**config.mk**
```make
export PLATFORM = sky130hd
export DESIGN_NAME = mc_dest_filter_rx
export DESIGN_NICKNAME = d
export VERILOG_FILES = /design/src/rtl/mcrx_pkg.sv /design/src/rtl/mcrx_hdr_decode.sv /design/src/rtl/mcrx_seq.sv /design/src/rtl/mcrx_fanout.sv /design/src/rtl/mc_dest_filter_rx.sv
export SDC_FILE = /design/constraint.sdc
export NUM_CORES = 1
export LEC_CHECK = 0
export ABC_AREA = 1
export BUFFER_PORTS_ARGS = -buffer_cell sky130_fd_sc_hd__clkbuf_2
export CORE_ASPECT_RATIO = 1.1
export CORE_MARGIN = 1.5
export CORE_UTILIZATION = 45
export DETAILED_ROUTE_END_ITERATION = 16
export GPL_TIMING_DRIVEN = 0
export PLACE_DENSITY = 0.72
export SKIP_CTS_REPAIR_TIMING = 1
export SLEW_MARGIN = 30
export SYNTH_ARGS = -nofsm -noshare
export SYNTH_HDL_FRONTEND = slang
export SYNTH_SLANG_ARGS = --single-unit
```
**constraint.sdc**
```tcl
create_clock -name clk -period 4.62 [get_ports clk]
set_input_delay 0.693 -clock clk [delete_from_list [all_inputs] [get_ports clk]]
set_output_delay 0.693 -clock clk [all_outputs]
set_load 0.02 [all_outputs]
```
**src/rtl/mcrx_pkg.sv**
```systemverilog
// Package: shared types for the multicast destination filter receiver.
// Assumes nothing beyond being compiled before the modules that import it.
package mcrx_pkg;

    // Receiver phase: waiting for a header, taking payload, or sleeping.
    typedef enum logic [1:0] {
        RX_HDR   = 2'd0,
        RX_TAKE  = 2'd1,
        RX_SLEEP = 2'd2
    } rx_state_e;

endpackage

```
**src/rtl/mcrx_hdr_decode.sv**
```systemverilog
// Module: mcrx_hdr_decode
// Splits a channel flit into its header fields. It picks the destination-vector
// bit of each served slot and extracts the payload count.
// Assumes DEST_BITS is a power of two, so that a slot index covers the vector exactly.
module mcrx_hdr_decode #(
    parameter int FLIT_W    = 72,
    parameter int DEST_BITS = 64,
    parameter int CNT_W     = 8,
    parameter int SERVED    = 2,
    parameter int IDX_W     = $clog2(DEST_BITS)
) (
    input  logic [FLIT_W-1:0]       flit,
    input  logic [SERVED*IDX_W-1:0] idx_bus,
    output logic [SERVED-1:0]       hit_mask,
    output logic [CNT_W-1:0]        hdr_count
);

    logic [DEST_BITS-1:0] dest_vec;

    // Field extraction from the fixed header layout.
    assign dest_vec  = flit[DEST_BITS-1:0];
    assign hdr_count = flit[DEST_BITS +: CNT_W];

    // One vector-bit pick per served slot.
    for (genvar s = 0; s < SERVED; s++) begin : g_pick
        assign hit_mask[s] = dest_vec[idx_bus[s*IDX_W +: IDX_W]];
    end

    // The upper flit bits are payload only and are not used here.
    if (FLIT_W > DEST_BITS + CNT_W) begin : g_spare
        logic spare_unused;
        assign spare_unused = ^flit[FLIT_W-1:DEST_BITS+CNT_W];
    end

endmodule

```
**src/rtl/mcrx_seq.sv**
```systemverilog
// Module: mcrx_seq
// Message sequencer. It decodes headers, latches the per-slot delivery mask,
// and counts down either the taken flits (in TAKE) or the clock cycles (in SLEEP).
// Assumes the payload of a slept-through message arrives back-to-back.
module mcrx_seq
    import mcrx_pkg::*;
#(
    parameter int SERVED = 2,
    parameter int CNT_W  = 8
) (
    input  logic              clk,
    input  logic              rst_n,
    input  logic              ch_valid,
    input  logic [SERVED-1:0] hit_mask,
    input  logic [CNT_W-1:0]  hdr_count,
    output logic [SERVED-1:0] take_mask,
    output logic              gate
);

    localparam logic [CNT_W-1:0] CNT_ONE  = CNT_W'(1);
    localparam logic [CNT_W-1:0] CNT_ZERO = '0;

    rx_state_e         state_q;
    logic [CNT_W-1:0]  remain_q;
    logic [SERVED-1:0] mask_q;

    // Phase, remaining-length counter and delivery mask update.
    always_ff @(posedge clk) begin
        if (!rst_n) begin
            state_q  <= RX_HDR;
            remain_q <= CNT_ZERO;
            mask_q   <= '0;
        end else begin
            unique case (state_q)
                RX_HDR: begin
                    if (ch_valid && (hdr_count != CNT_ZERO)) begin
                        remain_q <= hdr_count;
                        if (|hit_mask) begin
                            state_q <= RX_TAKE;
                            mask_q  <= hit_mask;
                        end else begin
                            state_q <= RX_SLEEP;
                        end
                    end
                end
                RX_TAKE: begin
                    if (ch_valid) begin
                        remain_q <= remain_q - CNT_ONE;
                        if (remain_q == CNT_ONE) begin
                            state_q <= RX_HDR;
                            mask_q  <= '0;
                        end
                    end
                end
                RX_SLEEP: begin
                    remain_q <= remain_q - CNT_ONE;
                    if (remain_q == CNT_ONE) begin
                        state_q <= RX_HDR;
                    end
                end
                default: begin
                    state_q <= RX_HDR;
                    mask_q  <= '0;
                end
            endcase
        end
    end

    // The mask is cleared outside TAKE, so it also marks the payload phase.
    assign take_mask = mask_q;
    assign gate      = (state_q == RX_SLEEP);

endmodule

```
**src/rtl/mcrx_fanout.sv**
```systemverilog
// Module: mcrx_fanout
// Per-slot output registers. A channel flit is copied to each slot whose bit is
// set in the delivery mask, one cycle after it arrives.
// Assumes take_mask is all zero whenever no message is being taken.
module mcrx_fanout #(
    parameter int FLIT_W = 72,
    parameter int SERVED = 2
) (
    input  logic                     clk,
    input  logic                     rst_n,
    input  logic                     ch_valid,
    input  logic [FLIT_W-1:0]        ch_flit,
    input  logic [SERVED-1:0]        take_mask,
    output logic [SERVED-1:0]        core_valid,
    output logic [SERVED*FLIT_W-1:0] core_flit
);

    for (genvar s = 0; s < SERVED; s++) begin : g_slot
        logic              fwd;
        logic              vld_q;
        logic [FLIT_W-1:0] dat_q;

        assign fwd = ch_valid & take_mask[s];

        // Strobe register for this slot.
        always_ff @(posedge clk) begin
            if (!rst_n) vld_q <= 1'b0;
            else        vld_q <= fwd;
        end

        // The data register loads only on delivery, to cut toggling.
        always_ff @(posedge clk) begin
            if (!rst_n)   dat_q <= '0;
            else if (fwd) dat_q <= ch_flit;
        end

        assign core_valid[s]                = vld_q;
        assign core_flit[s*FLIT_W +: FLIT_W] = dat_q;
    end

endmodule

```
**src/rtl/mc_dest_filter_rx.sv**
```systemverilog
// Module: mc_dest_filter_rx (top)
// Multicast receiver with destination filtering and power gating. The header is
// decoded against the served slot indices. Addressed payload is fanned out
// flit by flit. A message addressed to no served core is slept through for its
// announced length.
// Assumes FLIT_W >= DEST_BITS + CNT_W and DEST_BITS a power of two.
module mc_dest_filter_rx #(
    parameter int DEST_BITS = 64,
    parameter int CNT_W     = 8,
    parameter int FLIT_W    = 72,
    parameter int SERVED    = 2,
    parameter int IDX_W     = $clog2(DEST_BITS)
) (
    input  logic                     clk,
    input  logic                     rst_n,
    input  logic                     ch_valid,
    input  logic [FLIT_W-1:0]        ch_flit,
    input  logic [SERVED*IDX_W-1:0]  cfg_core_idx,
    output logic [SERVED-1:0]        core_valid,
    output logic [SERVED*FLIT_W-1:0] core_flit,
    output logic                     pwr_gate
);

    logic [SERVED-1:0] hit_mask;
    logic [CNT_W-1:0]  hdr_count;
    logic [SERVED-1:0] take_mask;

    // Header field decode against the live slot indices.
    mcrx_hdr_decode #(
        .FLIT_W(FLIT_W), .DEST_BITS(DEST_BITS), .CNT_W(CNT_W),
        .SERVED(SERVED), .IDX_W(IDX_W)
    ) u_dec (
        .flit(ch_flit), .idx_bus(cfg_core_idx),
        .hit_mask(hit_mask), .hdr_count(hdr_count)
    );

    // Message phase and length tracking.
    mcrx_seq #(.SERVED(SERVED), .CNT_W(CNT_W)) u_seq (
        .clk(clk), .rst_n(rst_n), .ch_valid(ch_valid),
        .hit_mask(hit_mask), .hdr_count(hdr_count),
        .take_mask(take_mask), .gate(pwr_gate)
    );

    // Per-slot delivery registers.
    mcrx_fanout #(.FLIT_W(FLIT_W), .SERVED(SERVED)) u_fan (
        .clk(clk), .rst_n(rst_n), .ch_valid(ch_valid), .ch_flit(ch_flit),
        .take_mask(take_mask), .core_valid(core_valid), .core_flit(core_flit)
    );

endmodule

```
==> Word-level counts from Yosys, hierarchy flattened <==
Index checks and enable logic that the tools add are counted.
{ "totals": {"regBits": 158, "word_cells": 45, "out_inout_bits": 147, "inputBits": 87} }
{ "classes": {"n_lt_le_gt_ge": 2, "n_bitwise": 3, "reduce_logical": 8, "addsub": 1, "eq_ne": 7, "muxes": 17} }
{ "op_table": {"columns": ["operator", "n"], "rows": [
  ["8-bit one-hot mux with 3 select lines", 1],
  ["2-bit 2-to-1 mux", 8],
  ["8-bit 2-to-1 mux", 2],
  ["6-bit by 7-bit less-than comparator with 1-bit output (second input constant)", 2],
  ["1-bit binary-select mux with 6-bit select", 2],
  ["2-bit one-hot mux with 3 select lines", 2],
  ["8-bit by 1-bit == test with 1-bit output (second input constant)", 1],
  ["8-bit nonzero test", 1],
  ["8-bit by 1-bit subtractor with 8-bit output (second input constant)", 1],
  ["2-bit by 1-bit inequality test with 1-bit output (second input constant)", 3],
  ["5-bit AND reduction", 1],
  ["3-bit AND reduction", 1],
  ["3-bit nonzero test", 1],
  ["1-bit bitwise AND", 2],
  ["2-bit by 1-bit == test with 1-bit output (second input constant)", 1],
  ["2-bit == test (second input constant)", 1],
  ["2-bit zero test", 1],
  ["1-bit 2-to-1 mux", 2],
  ["2-bit inequality test (second input constant)", 1],
  ["2-bit AND reduction", 1],
  ["2-bit OR reduction", 1],
  ["1-bit logical AND", 1],
  ["1-bit inverter", 1]
]} }

==> Logic depth before layout (Yosys ltp) <==
{ "depth": {"word_depth": 6, "depth_mapped": 16, "ltp_nobuf": 14} }

==> Modules after synthesis <==
Synthesis repeated with hierarchy kept, for this count alone.
{ "hier_totals": {"cells_unflattened": 1372, "hier_area_um2": 8201.6} }
{ "modules_own_cells": {"columns": ["mod", "instances", "area_each_um2", "seq_area_each_um2", "cells_each"], "rows": [
  ["mcrx_fanout", 1, 5886.9, 2922.8, 919],
  ["mcrx_hdr_decode", 1, 1451.4, 0.0, 312],
  ["mcrx_seq", 1, 863.3, 240.2, 141]
]} }

==> Least setup slack after synthesis <==
Ideal clock, no wire load.
{ "synth_timing": {"path_type": "input to register", "startpoint": "input cfg_core_idx[0]", "endpoint": "register u_seq.mask_q[0] (netlist: u_seq.take_mask[0])", "required_ns": 4.548, "setup_ns": 0.072, "path_buffers": 2, "cell_stages": 15, "arrival_ns": 1.808, "slack_ns": 2.740, "cell_sequence": "buf_6 buf_2 nand2_1 nand3_1 nand3_1 nand2_1 nand2_1 nand3_1 nand3_1 nand2_1 nor2_1 nand2_1 nand2_1 nand2_1 a21oi_1"} }
{ "synth_via": {"elab_chain_cells": 5, "elab_cells_between_ends": 8, "cone_classes": "1 x eq/ne; 5 x mux; 2 x reduce/logical"} }
{ "synth_lines": {"columns": ["element", "line", "rtl"], "rows": [
  ["start, declared", "mc_dest_filter_rx.sv:18", "input logic [SERVED*IDX_W-1:0] cfg_core_idx,"],
  ["1-bit binary-select mux with 6-bit select (*)", "mcrx_hdr_decode.sv:26", "assign hit_mask[s] = dest_vec[idx_bus[s*IDX_W +: IDX_W]];"],
  ["1-bit 2-to-1 mux (not written as such) (*)", "mcrx_hdr_decode.sv:26", null],
  ["2-bit OR reduction / 2-bit 2-to-1 mux (equally long branches)", "mcrx_seq.sv:38", "if (|hit_mask) begin"],
  ["2-bit by 1-bit inequality test with 1-bit output (no source line) / 2-bit 2-to-1 mux (equally long branches)", null, null],
  ["5-bit AND reduction (no source line) / 2-bit one-hot mux with 3 select lines (equally long branches)", null, null],
  ["end signal, assigned", "mcrx_seq.sv:40", "mask_q <= hit_mask;"],
  ["end, declared", "mcrx_seq.sv:25", "logic [SERVED-1:0] mask_q;"]
]} }
Mark *: on every way between the ends. The rest lies on a longest branch, timed or not. The select of a mux whose other input is x is not followed.
A chain may end at the register's enable or synchronous reset.

==> Final worst setup path <==
{ "layout_timing": {"startpoint": "input ch_valid", "endpoint": "register u_fan.g_slot[1].dat_q[67]"} }
{ "layout_via": {"elab_chain_cells": 1} }
{ "layout_lines": {"columns": ["element", "line", "rtl"], "rows": [
  ["start, declared", "mc_dest_filter_rx.sv:16", "input logic ch_valid,"],
  ["1-bit bitwise AND", "mcrx_fanout.sv:23", "assign fwd = ch_valid & take_mask[s];"],
  ["end signal, assigned", "mcrx_fanout.sv:34", "else if (fwd) dat_q <= ch_flit;"],
  ["end, declared", "mcrx_fanout.sv:21", "logic [FLIT_W-1:0] dat_q;"]
]} }
Every way passes these cells.

==> flow_metrics.tcl <==
set metrics [dict create \
    row_count 47 \
    min_period_over_period_pct 51.8 \
    multi_input_area_um2 3390 \
    ys_seq_area_share_pct 44.9 \
    fin_worst_skew_ns 0.00910 \
    area_growth_pct 28.0 \
    cap_viol_max_count 0 \
    drcViolationCount 0 \
    dr.pass1.iters 5 \
    final_net_count 1378 \
    relSlewSlack_pct 43.7 \
    cts_tree "yes" \
    routed_wirelength_um 24100 \
    synthDistinctLibCells 24 \
    dieWidth_um 122 \
    holdPathEnd "u_seq.take_mask[1]$_SDFFE_PN0P_" \
    hp-start "u_seq.take_mask[1]$_SDFFE_PN0P_" \
    leakagePower_nw 4.18 \
    layoutNonFillerInstCount 1494 \
    worst_setup_path_start_kind "primary input" \
    io_pins 234 \
    cp-end-kind "flop" \
    clockPowerShare_pct 30.6 \
    ys_seq_elements 158 \
    synth.most_common_cell "nor2_1" \
    syn_nets 1133 \
    synth-edff-count 0 \
    holdPathStages 2 \
    die-area_um2 16400 \
    setup_viol 0 \
    diodes 0 \
    via_per_inst 5.24 \
    cts_max_level 4 \
    crit_arrival_ns 2.68 \
    drive_above_1_share_pct 22.1 \
    netlist.area_leader.share_pct 44.9 \
    cts_sinks 158 \
    synth_ff_type "dfxtp_1" \
    worst-endpoint-required_ns 4.91 \
    grt_pass1_vias 7196 \
    p_int_w 0.00295 \
    r2r-start "u_seq.take_mask[1]$_SDFFE_PN0P_" \
    fin_setup_tns_ns 0 \
    yosysTopAreaCell "dfxtp_1" \
    pwr-share-comb_pct 31.8 \
    yosys_warnings 0 \
    io_buffers 226 \
    reg2regPathDepth 5 \
    fmax_mhz 418 \
    cp_max_fo 10 \
    drt_iter0_drc 646 \
    dieHeight_um 134 \
    hold_path.class "flop to flop" \
    path_class "primary input to flop" \
    initial_core_util_pct 46.5 \
    drtAntennaViolNets 0 \
    final_hold_viol_count 0 \
    grt_max_degree 17 \
    yosys-top-cells-area "dfxtp_1, nor2_1, o21ai_0, nand2_1, nand3_1" \
    fin_crit_ns 2.39 \
    wl_per_cell_um 16.1 \
    p_switching_w 0.00168 \
    avgSynthCellArea_um2 6.78 \
    seqPwrFrac_pct 37.7 \
    grt_pass1_wl_um 37500 \
    rrSetupSlack_ns 2.32 \
    synthTopCellsByCount "nor2_1, nand2_1, dfxtp_1" \
    cts.path.max_buffers 2 \
    dp_hpwl_um 17900 \
    regArea_um2 3160 \
    syn_area_um2 7050 \
    worstMarginPinSlew_ns 0.845 \
    root_buffer "clkbuf_16" \
    core_um2 15200 \
    place_congestion 0.942 \
    swShare_pct 36.3 \
    fillers 1511 \
    grt_antenna_before_repair 1 \
    outcome "finished clean" \
    grt_util_all_layers_pct 29.6 \
    timing.rr.end "u_fan.g_slot[1].dat_q[67]$_SDFFE_PN0P_" \
    vias 7836 \
    async_flop_share_pct 0 \
    rsz0062_at_grt "no" \
    power.density_nw_per_um2 513 \
    cts_buffers 17 \
    worstSkewPairLatency_ns 0.43 \
    crit_start "ch_valid" \
    placed_cells 1462 \
    report.final.slew_viol_count 0 \
    syn-instance-count 1040 \
    clk_pin_slew_ns 0.06 \
    gr-total-overflow 0 \
    vdd_drop_max_v 0.000290 \
]
[worst max-delay path by stage]
stage                                                        end  slack [ns]  cells after the start
after floorplan                  u_seq.take_mask[0]$_SDFFE_PN0P_        2.74                     15
after CTS                 u_fan.g_slot[1].dat_q[67]$_SDFFE_PN0P_        2.30                      6
after global routing      u_fan.g_slot[1].dat_q[62]$_SDFFE_PN0P_        2.16                      7
final                     u_fan.g_slot[1].dat_q[67]$_SDFFE_PN0P_        2.23                      6
after detailed placement  u_fan.g_slot[1].dat_q[67]$_SDFFE_PN0P_        1.85                      6
after global placement    u_fan.g_slot[1].dat_q[67]$_SDFFE_PN0P_        1.86                      6
[kinds of logic (layout without fill, tap and decap cells)]
| family | Yosys count | in the layout | share of synthesized area [%] |
|---|---|---|---|
| adders and majority gates | 6 | 6 | 1.06 |
| xor gates and xnor gates | 2 | 2 | 0.249 |
| and+or+nand+nor | 589 | 589 | 33.5 |
| AOI/OAI and AO/OA | 183 | 183 | 13.3 |
| DFF | 158 | 158 | 44.9 |
| buffers and inverters | 102 | 360 | 7.01 |
[critical path: stages]
cell and delay (ns):
clkbuf_2 0.13, nand2_1 0.33, inv_1 0.16, clkbuf_1 0.65, clkbuf_1 0.56, a21oi_1 0.15
[state kept, by name, indices dropped and copies added, names as in the netlist]
| name | flops |
|---|---|
| u_seq.state_q | 2 |
| u_fan.g_slot.vld_q | 2 |
| u_fan.g_slot.dat_q | 144 |
| u_seq.take_mask | 2 |
| u_seq.remain_q | 8 |
[routing by layer]
layer / global-route usage [%] / part of all wire (%)
met4: 9.88 / 2.3
met3: 7.91 / 9.4
met5: 0 / 0.054
met2: 48.1 / 46
met1: 37.8 / 42
[final cells by class]
cell class,instances,area share [%]
repair buffers,226,12.5
inverters,31,1.32
clock inverters,10,1.23
flip-flops and latches,158,35.1
well taps,196,2.72
multi-input cells,780,37.6
clock buffers,22,5.37
plain buffers,71,4.16
[layout by cell type, fill, tap and decap left out, drive strengths merged, types with 6 or more instances in the layout]
master  count
nor2      295
dfxtp     158
ha          6
a21oi      21
o21ai     155
clkinv      7
clkbuf    295
buf        24
nand3     112
nand2     177
inv        29
[power groups by stage]
stage               clock network (W)  logic (W)  registers (W)
detailed placement                  0    0.00146        0.00177
global placement                    0    0.00144        0.00176
floorplan                           0   0.000749        0.00200
finish                        0.00141    0.00147        0.00174
CTS                           0.00143    0.00146        0.00174
global route                  0.00148    0.00164        0.00177
[per-stage QoR]
stage	power (W)	area, um2	hold WS, ns	setup slack (ns)	util (%)
2_1_floorplan	0.00274	7050	0.439	2.74	-
6_report	0.00462	9020	0.463	2.23	59.5
3_3_place_gp	0.00320	8430	0.447	1.86	55.5
4_1_cts	0.00463	9020	0.461	2.30	59.5
5_1_grt	0.00489	9020	0.494	2.16	59.5
3_5_place_dp	0.00322	8430	0.452	1.85	55.5
No activity file was read; power rests on OpenSTA's default activity.
